===== src/rtl/mono_ctr.sv =====
module mono_ctr #(
  parameter int HALF_W = 32
) (
  input  logic              clk,
  input  logic              rst_n,
  input  logic              cfg_we,
  input  logic              cfg_mode,
  input  logic              wr_en,
  input  logic              wr_sel,
  input  logic [HALF_W-1:0] wr_data,
  output logic [HALF_W-1:0] lo_q,
  output logic [HALF_W-1:0] hi_q,
  output logic              mode_q,
  output logic              ovf_q
);
  localparam int CNT_W = 2 * HALF_W;

  logic [HALF_W-1:0] lo_r, hi_r;
  logic              mode_r, ovf_r;
  logic [CNT_W:0]    sum;

  wire do_inc   = wr_en && !wr_sel && mode_r && !ovf_r;
  wire do_ld_lo = wr_en && !wr_sel && !mode_r;
  wire do_ld_hi = wr_en &&  wr_sel && !mode_r;

  assign sum = {1'b0, hi_r, lo_r} + (CNT_W+1)'(1);

  always_ff @(posedge clk) begin
    if (!rst_n) begin
      lo_r   <= '0;
      hi_r   <= '0;
      mode_r <= 1'b0;
      ovf_r  <= 1'b0;
    end else begin
      if (cfg_we) mode_r <= cfg_mode;
      if (do_inc) begin
        {hi_r, lo_r} <= sum[CNT_W-1:0];
        if (sum[CNT_W]) ovf_r <= 1'b1;
      end
      if (do_ld_lo) lo_r <= wr_data;
      if (do_ld_hi) begin
        hi_r  <= wr_data;
        ovf_r <= 1'b0;
      end
    end
  end

  assign lo_q   = ovf_r ? '0 : lo_r;
  assign hi_q   = ovf_r ? '0 : hi_r;
  assign mode_q = mode_r;
  assign ovf_q  = ovf_r;


  inc_step_chk: assert property (@(posedge clk) disable iff (!rst_n)
    (wr_en && !wr_sel && mode_q && !ovf_q && !(&{hi_q, lo_q}))
      |=> ({hi_q, lo_q} == $past({hi_q, lo_q}) + CNT_W'(1)));


  hi_inc_mode_chk: assert property (@(posedge clk) disable iff (!rst_n)
    (wr_en && wr_sel && mode_q) |=> ($stable(hi_q) && $stable(lo_q) && $stable(ovf_q)));


  ovf_sticky_chk: assert property (@(posedge clk) disable iff (!rst_n)
    (ovf_q && !(wr_en && wr_sel && !mode_q)) |=> ovf_q);


  ovf_clear_chk: assert property (@(posedge clk) disable iff (!rst_n)
    (wr_en && wr_sel && !mode_q) |=> (!ovf_q && hi_q == $past(wr_data)));


  idle_hold_chk: assert property (@(posedge clk) disable iff (!rst_n)
    !wr_en |=> ($stable(lo_q) && $stable(hi_q) && $stable(ovf_q)));
endmodule


===== config.mk =====
export PLATFORM = sky130hd
export DESIGN_NAME = mono_ctr
export DESIGN_NICKNAME = d
export VERILOG_FILES = /design/src/rtl/mono_ctr.sv
export SDC_FILE = /design/constraint.sdc
export NUM_CORES = 1
export LEC_CHECK = 0
export BUFFER_PORTS_ARGS = -buffer_cell sky130_fd_sc_hd__buf_4
export CAP_MARGIN = 30
export CORE_MARGIN = 10
export CORE_UTILIZATION = 57
export CTS_CLUSTER_SIZE = 20
export DETAILED_ROUTE_END_ITERATION = 12
export PLACE_DENSITY = 0.94
export SYNTH_ARGS = -nofsm -noshare
export SYNTH_HDL_FRONTEND = slang
export SYNTH_SLANG_ARGS = --single-unit

===== constraint.sdc =====
create_clock -name clk -period 5.5 [get_ports clk]
set_input_delay 0.55 -clock clk [delete_from_list [all_inputs] [get_ports clk]]
set_output_delay 0.55 -clock clk [all_outputs]
set_load 0.1 [all_outputs]

======== Yosys cells after proc, flatten, opt, wreduce, memory -nomap -nowiden ========
Index checks and enable logic that the tools add are counted.
Widths: inputs -> output; s select.
cells by class
  eq/ne operators ......................... 0
  div/mod/pow operators ................... 0
  multiplexer cells ....................... 6
  shift-type cells ........................ 0
  multiply operators ...................... 0
  $add $sub $neg .......................... 1
  reductions and logical operators ........ 13
  bitwise logic cells ..................... 1
  order comparisons ....................... 0
operators with widths
  operator               count
  $mux 32                6
  $add 64x1->65 const B  1
  $logic_and 1x1->1      6
  $reduce_bool 2->1      2
  $logic_not 1->1        3
  $reduce_and 2->1       1
  $reduce_or 2->1        1
  $not 1->1              1
storage, ports and cells
  register bits ........................... 66
  RAM bits ................................ 0
  latch bits .............................. 0
  memories ................................ 0
  logic and storage cells ................. 25
  output and inout port bits .............. 66
  memory bits (read-only) ................. 0
  bits of input ports ..................... 38

======== Depth between registers and ports, before layout ========
Gate-level depths: netlist of the first run.
  depth in word-level cells ............... 6
  mapped depth ............................ 8
  depth with buffers taken out ............ 6

======== Worst setup path after synthesis of the first run ========
No wires, ideal clock.
  path kind ............................... register to output
  from .................................... register ovf_r (netlist: ovf_q)
  to ...................................... output port hi_q[0]
  path buffers ............................ 2
  cell stages (with the launch flop) ...... 4
  arrival time ............................ 2,529 ps
  slack ................................... 2,421 ps
  cells stage by stage .................... dfxtp_1 -> clkbuf_1 -> clkbuf_1 -> nor2b_1
on the way
  longest elaborated chain between the ends .. 1
ends and longest elaborated chain
  what                    line  RTL
  from (decl)             19    logic mode_r, ovf_r;
  from (signal assigned)  33    ovf_r <= 1'b0;
  from (signal assigned)  38    if (sum[CNT_W]) ovf_r <= 1'b1;
  from (signal assigned)  43    ovf_r <= 1'b0;
  $mux 32                 49    assign hi_q = ovf_r ? '0 : hi_r;
  to (decl)               12    output logic [HALF_W-1:0] hi_q,
No other way between the ends.

======== Worst setup path in the final report of the first run ========
  from .................................... register lo_r[7]
  to ...................................... register hi_r[14]
on the way
  longest elaborated chain between the ends .. 3
ends and longest elaborated chain
  what                    line  RTL
  from (decl)             18    logic [HALF_W-1:0] lo_r, hi_r;
  from (signal assigned)  37    {hi_r, lo_r} <= sum[CNT_W-1:0];
  from (signal assigned)  40    if (do_ld_lo) lo_r <= wr_data;
  $add 64x1->65           26    assign sum = {1'b0, hi_r, lo_r} + (CNT_W+1)'(1);
  $mux 32                 36    if (do_inc) begin
  $mux 32                 41    if (do_ld_hi) begin
  to (signal assigned)    37
  to (signal assigned)    42    hi_r <= wr_data;
  to (decl)               18
No other way between the ends. The select of a mux whose other input is x is not followed.
A chain may end at the register's enable or synchronous reset.

==> results of run 1 <==
## routing by layer
metal  vias to the layer above  track usage, %
li1                       2232               -
met1                      2334           31.55
met2                       374           40.62
met3                        63           6.826
met4                         0           10.93
met5                         -               0
## registers in the layout, summed over array words and instances, names as in the netlist
signal / flops
mode_q: 1
lo_r: 32
ovf_q: 1
hi_r: 32
## final cells by class
cell class,count,area (sq um)
clock inverters,4,72.57
flip-flops and latches,66,1323
clock buffers,12,165.2
multi-input cells,454,2821
fillers,558,1922
repair buffers,110,838.3
well taps,99,123.9
inverters,7,26.28
## power by group through the flow
stage | logic, W | clock network [W] | registers [W]
after global placement | 0.000379 | 0 | 0.000553
after detailed placement | 0.000385 | 0 | 0.000556
after global routing | 0.000404 | 0.000506 | 0.000551
after floorplan | 0.000291 | 0 | 0.000546
final | 0.000390 | 0.000490 | 0.000547
after CTS | 0.000387 | 0.000484 | 0.000545
## critical path, stage by stage, from the launching register on
cell      delay [ps]
dfxtp_1          450
nand4_1          290
nor4_4           560
nand3_1          380
or3_1            480
or4_1            420
o211ai_1         120
## cells in the mapped netlist (5+ instances only)
library cell   n
dfxtp_1       66
nor2b_1       59
nor2_1        50
clkbuf_1      37
nand2_1       36
a21oi_1       34
nand3_1       29
nand4_1       27
a22oi_1       24
o21ai_0       22
xor2_1        21
a211oi_1      16
xnor2_1       16
nor3_1        15
nor4_1        10
a31oi_1        7
and3_1         7
or3_1          7
or4_1          7
and2_1         6
and4_1         6
inv_1          6
o22ai_1        5
## stage by stage
step	instance area, sq um	util (%)
2_1_floorplan	4317	-
3_3_place_gp	5112	70.11
3_5_place_dp	5132	70.38
4_1_cts	5370	73.64
5_1_grt	5370	73.64
6_report	5370	73.64
## final timing paths
kind | from | to | slack (ps) | cells after the start
min reg2reg | hi_r[1] | hi_r[1] | 550 | 2
max reg2reg | lo_r[7] | hi_r[14] | 2710 | 6
min | cfg_mode | mode_q | 450 | 3
max | lo_r[7] | hi_r[14] | 2710 | 6
## cell families (layout without fill, tap and decap cells)
logic type      Yosys count  count (layout)  synth area share [%]
xor+xnor                 37              37                 7.507
mux                       4               4                0.9276
fa+ha+maj                 1               1                0.2898
flops                    66              66                 30.61
simple gates            281             281                 36.84
buf+inv                  48             133                 4.377
compound gates          131             131                 19.45
==> impl_metrics.json, run 1 <==
{
  "antenna_found_initial": 0,
  "p_total_w": 0.001427,
  "netSwitchingFraction_pct": 37.04,
  "mostFrequentLayoutCells": "buf_4 (109), dfxtp_1 (65), nor2b_1 (59)",
  "tritoncts": "yes",
  "setup_slack_ps": 2708,
  "avgViaCountPerCell": 6.653,
  "cts_setup_buffers": 0,
  "power.switching_w": 0.0005285,
  "dr_wl_met3_um": 1848,
  "first_pass_iters": 7,
  "netlist-cell-type-count": 57,
  "holdBufCountCts": 0,
  "start_util_pct": 59.20,
  "finalSetupTns_ps": 0,
  "first_iter_violations": 613,
  "pre_cts_slack_ps": 2804,
  "die_x_um": 107.0,
  "vias": 5003,
  "place_inst": 736,
  "syn_area_sq_um": 4317,
  "numCtsBuffers": 9,
  "ir_drop_uv": 166.6,
  "die_area_sq_um": 11450,
  "hp-class": "input pin to register",
  "min_period_ps": 2792,
  "yosys_most_used_dff": "dfxtp_1",
  "pwr-share-comb_pct": 27.3,
  "wl_per_cell_um": 20.32,
  "synthArstFlopShare_pct": 0,
  "p_seq_share_pct": 38.4,
  "grt_pass1_wl_um": 24200,
  "stdcell_count": 752,
  "drt-total-wl_um": 15280,
  "wl_met2_um": 7137,
  "fin_crit_sh_pct": 50.77,
  "die_height_um": 107.0,
  "power_density_nw_per_um2": 265.7,
  "synth_area_leader_cell": "dfxtp_1",
  "track_usage_pct": 25.48,
  "setup_viol": 0,
  "required_ps": 5770,
  "clock_latency_ps": 350,
  "met1_length_um": 5800,
  "cap_violations": 0,
  "fp-row-count": 31,
  "ioPinCount": 104,
  "synthTopCellsByArea": "dfxtp_1 (31%), nor2b_1 (8.6%), nor2_1 (4.3%), xor2_1 (4.3%), a22oi_1 (4.2%)",
  "fin_hold_ws_ps": 447.2,
  "nets": 687,
  "overflow": 0,
  "h-tree-depth": 3,
  "cts-root-buf": "clkbuf_8",
  "critPathLaunchType": "register",
  "core_sq_um": 7292,
  "final_common_cell": "buf_4",
  "synth_edf_count": 0,
  "clockBufferDepth": 2,
  "yosysSeqAreaShare_pct": 30.61,
  "grt_max_degree": 58,
  "final_hold_viol_count": 0,
  "drc": 0,
  "status": "finished, final reports clean",
  "portBuffers": 103,
  "slew_headroom_pct": 44.26,
  "syn_inst": 568,
  "yosys_warnings": 0,
  "worstSetupEndpointType": "register",
  "avgSynthCellArea_sq_um": 7.600,
  "diodes": 0,
  "gp_congestion": 0.9834,
  "hpwl_um": 10820,
  "top_layer": "met4",
  "grt_pass1_vias": 4802,
  "clkTransAtPathRegs_ps": 70,
  "worstPathMaxFanout": 8,
  "fmax_mhz": 358.1,
  "skew_ps": 5.802,
  "area.growth.synth_to_final_pct": 24.41,
  "p_leak_nw": 2.012,
  "synthesis.nets": 607,
  "pwr-share-clk_pct": 34.3,
  "tightest_slew_ps": 824.4,
  "ys_ff_latch": 66,
  "cts_resized": 0,
  "rsz0062_at_grt": "false",
  "cts.sinks": 66,
  "slew_viol_final": 0,
  "postRouteAntennaNets": 0,
  "intPower_w": 0.0008984,
  "yosysTopAreaCellShare_pct": 30.61,
  "critPathKind": "register to register",
  "drive_gt1_share_pct": 21.44,
  "cp.arrival_ps": 3060
}
No activity file was read; power rests on OpenSTA's default activity.
==> inputs of run 2 (changes only) <==
CORE_UTILIZATION = 49   (was 57)
PLACE_DENSITY = 0.87   (was 0.94)
clock period = 2.3 ns   (was 5.5 ns; I/O delays follow)
==> run 2 against run 1 <==
Effect of this change:
- the flow now finishes with violations (setup timing)
- power grew 150%
- first-iteration DRC count is 10% higher
- clock-buffer cell count is 3 lower
- via count rose by 6.6%
- final cell count rose by 11%
- clock power increased by 150%
- sequential power grew 130%
- global-route usage is 1.2 points lower
- sequential share of layout area decreased by 2.5 points
- sequential cell count did not move
- die area up 13%
- register-to-register slack lost 2700 ps
- critical endpoint is now hi_r[9]
==> impl_metrics.json, run 2 (synthesis results as in run 1) <==
{
  "status": "finished with violations",
  "violations": "setup timing",
  "setup_slack_ps": -27.66,
  "die_x_um": 113.9,
  "antenna_found_initial": 0,
  "track_usage_pct": 24.28,
  "ir_drop_uv": 383.1,
  "r2r_start": "lo_r[18]",
  "die_height_um": 113.9,
  "area.growth.synth_to_final_pct": 41.19,
  "die_area_sq_um": 12960,
  "drt-total-wl_um": 17190,
  "crit_path_frequent_cell": "or4_4",
  "first_pass_iters": 7,
  "nets": 758,
  "grt_max_degree": 65,
  "n_fill_cell": 673,
  "first_iter_violations": 677,
  "vias": 5331,
  "diodes": 0,
  "clock_latency_ps": 350,
  "tritoncts": "yes",
  "cts.sinks": 66,
  "h-tree-depth": 3,
  "worstPathCellList": "nand4_4 -> or4_4 -> buf_4 -> or4_4 -> or3_1 -> a31oi_1",
  "cap_violations": 0,
  "drc": 0,
  "crit_start": "lo_r[18]",
  "grt_pass1_wl_um": 25940,
  "core_sq_um": 8636,
  "drive_gt1_share_pct": 34.25,
  "fmax_mhz": 429.6,
  "gp_congestion": 0.9729,
  "min_period_ps": 2328,
  "clockBufferDepth": 2,
  "portBuffers": 103,
  "finalSetupTns_ps": -27.66,
  "slowest_delay_ps": 600,
  "start_util_pct": 49.99,
  "avgViaCountPerCell": 6.407,
  "hp-class": "input pin to register",
  "fp-row-count": 34,
  "p_leak_nw": 2.462,
  "final_common_cell": "buf_4",
  "tightest_slew_ps": 663.3,
  "cp.arrival_ps": 2600,
  "hpwl_um": 12250,
  "setup_viol": 1,
  "slew_headroom_pct": 55.73,
  "worstPathMaxFanout": 4,
  "mostFrequentLayoutCells": "buf_4 (179), dfxtp_1 (53), nor2b_1 (49), nor2_1 (49), nand2_1 (36)",
  "ioPinCount": 104,
  "place_area_sq_um": 5609,
  "rsz0062_at_grt": "true",
  "clkTransAtPathRegs_ps": 80,
  "overflow": 0,
  "worstSetupEndpointType": "register",
  "holdBufCountCts": 0,
  "critPathLaunchType": "register",
  "fin_crit_sh_pct": 101.2,
  "skew_ps": 9.559,
  "reg.largest.list": "hi_r (32), lo_r (32)",
  "postRouteAntennaNets": 0,
  "final_area_sq_um": 6095,
  "worst_path_max_delay_cell": "or4_4",
  "required_ps": 2570,
  "slew_viol_final": 0,
  "power_density_nw_per_um2": 579.6,
  "wl_per_cell_um": 20.66,
  "min_from": "cfg_mode",
  "grt_pass1_vias": 5018,
  "numCtsBuffers": 9,
  "cts-root-buf": "clkbuf_8",
  "final_hold_viol_count": 0,
  "critPathKind": "register to register"
}
[run 2: cell count changes in the layout (fill, tap and decap cells not counted), sizes merged]
cell,previous run,this run
clkbuf,12,9
clkinvlp,1,0
bufinv,2,3
buf,110,181
clkinv,2,5
[run 2: cell type report]
class	instances	area [sq um]	area share, %
tap	108	135.1	2.217
multi-input combinational	454	2967	48.68
clock buffer	9	123.9	2.032
clock inverter	7	117.6	1.930
sequential	66	1350	22.15
timing repair buffer	181	1375	22.56
inverter	7	26.28	0.4311
[run 2: through the flow]
| step | total power, W | utilization [%] | worst slack (ps) | hold slack [ps] | std cells |
|---|---|---|---|---|---|
| 2_1_floorplan | 0.002007 | - | -238.5 | 375.9 | 568 |
| 3_3_place_gp | 0.002298 | 64.95 | 46.22 | 471.5 | 801 |
| 3_5_place_dp | 0.002317 | 64.95 | -6.483 | 477.9 | 801 |
| 4_1_cts | 0.003501 | 68.42 | -1.257 | 120.9 | 822 |
| 5_1_grt | 0.003629 | 70.57 | -65.83 | 125.3 | 832 |
| 6_report | 0.003532 | 70.57 | -27.66 | 121.1 | 832 |
[run 2: report_power, final]
| group | total [W] | leakage [nW] | internal, W | switching (W) |
|---|---|---|---|---|
| logic | 0.00104 | 1.79 | 0.000296 | 0.000747 |
| registers | 0.00128 | 0.547 | 0.00121 | 0.0000703 |
| clock network | 0.00121 | 0.123 | 0.000720 | 0.000491 |
[run 2: metal layers]
layer | wire length [um] | up-vias | track usage (%) | part of all wire, %
met5 | 0 | - | 0 | 0
met1 | 6522 | 2504 | 30.08 | 38
met4 | 491 | 0 | 8.605 | 2.9
li1 | - | 2380 | - | -
met2 | 8184 | 383 | 39.94 | 48
met3 | 1991 | 64 | 6.089 | 12
[run 2: worst paths after layout]
path / to / slack [ps] / cells past startpoint
setup / recovery: hi_r[9] / -30 / 6
hold / removal: mode_q / 120 / 3
setup reg to reg: hi_r[9] / -30 / 6
hold reg to reg: hi_r[16] / 540 / 2
[run 2: timing repair]
action | CTS | global route
buffers inserted | 5 | 10
endpoints found under the setup margin | 3 | 17
gates resized for setup | 5 | 26
pin swaps | 4 | 14
[run 2: worst max-delay path, delay by kind of cell, from the launching register on]
| kind | cells | cell delay, ps |
|---|---|---|
| simple gates | 4 | 1570 |
| flops | 1 | 360 |
| buf+inv | 1 | 170 |
| compound gates | 1 | 160 |
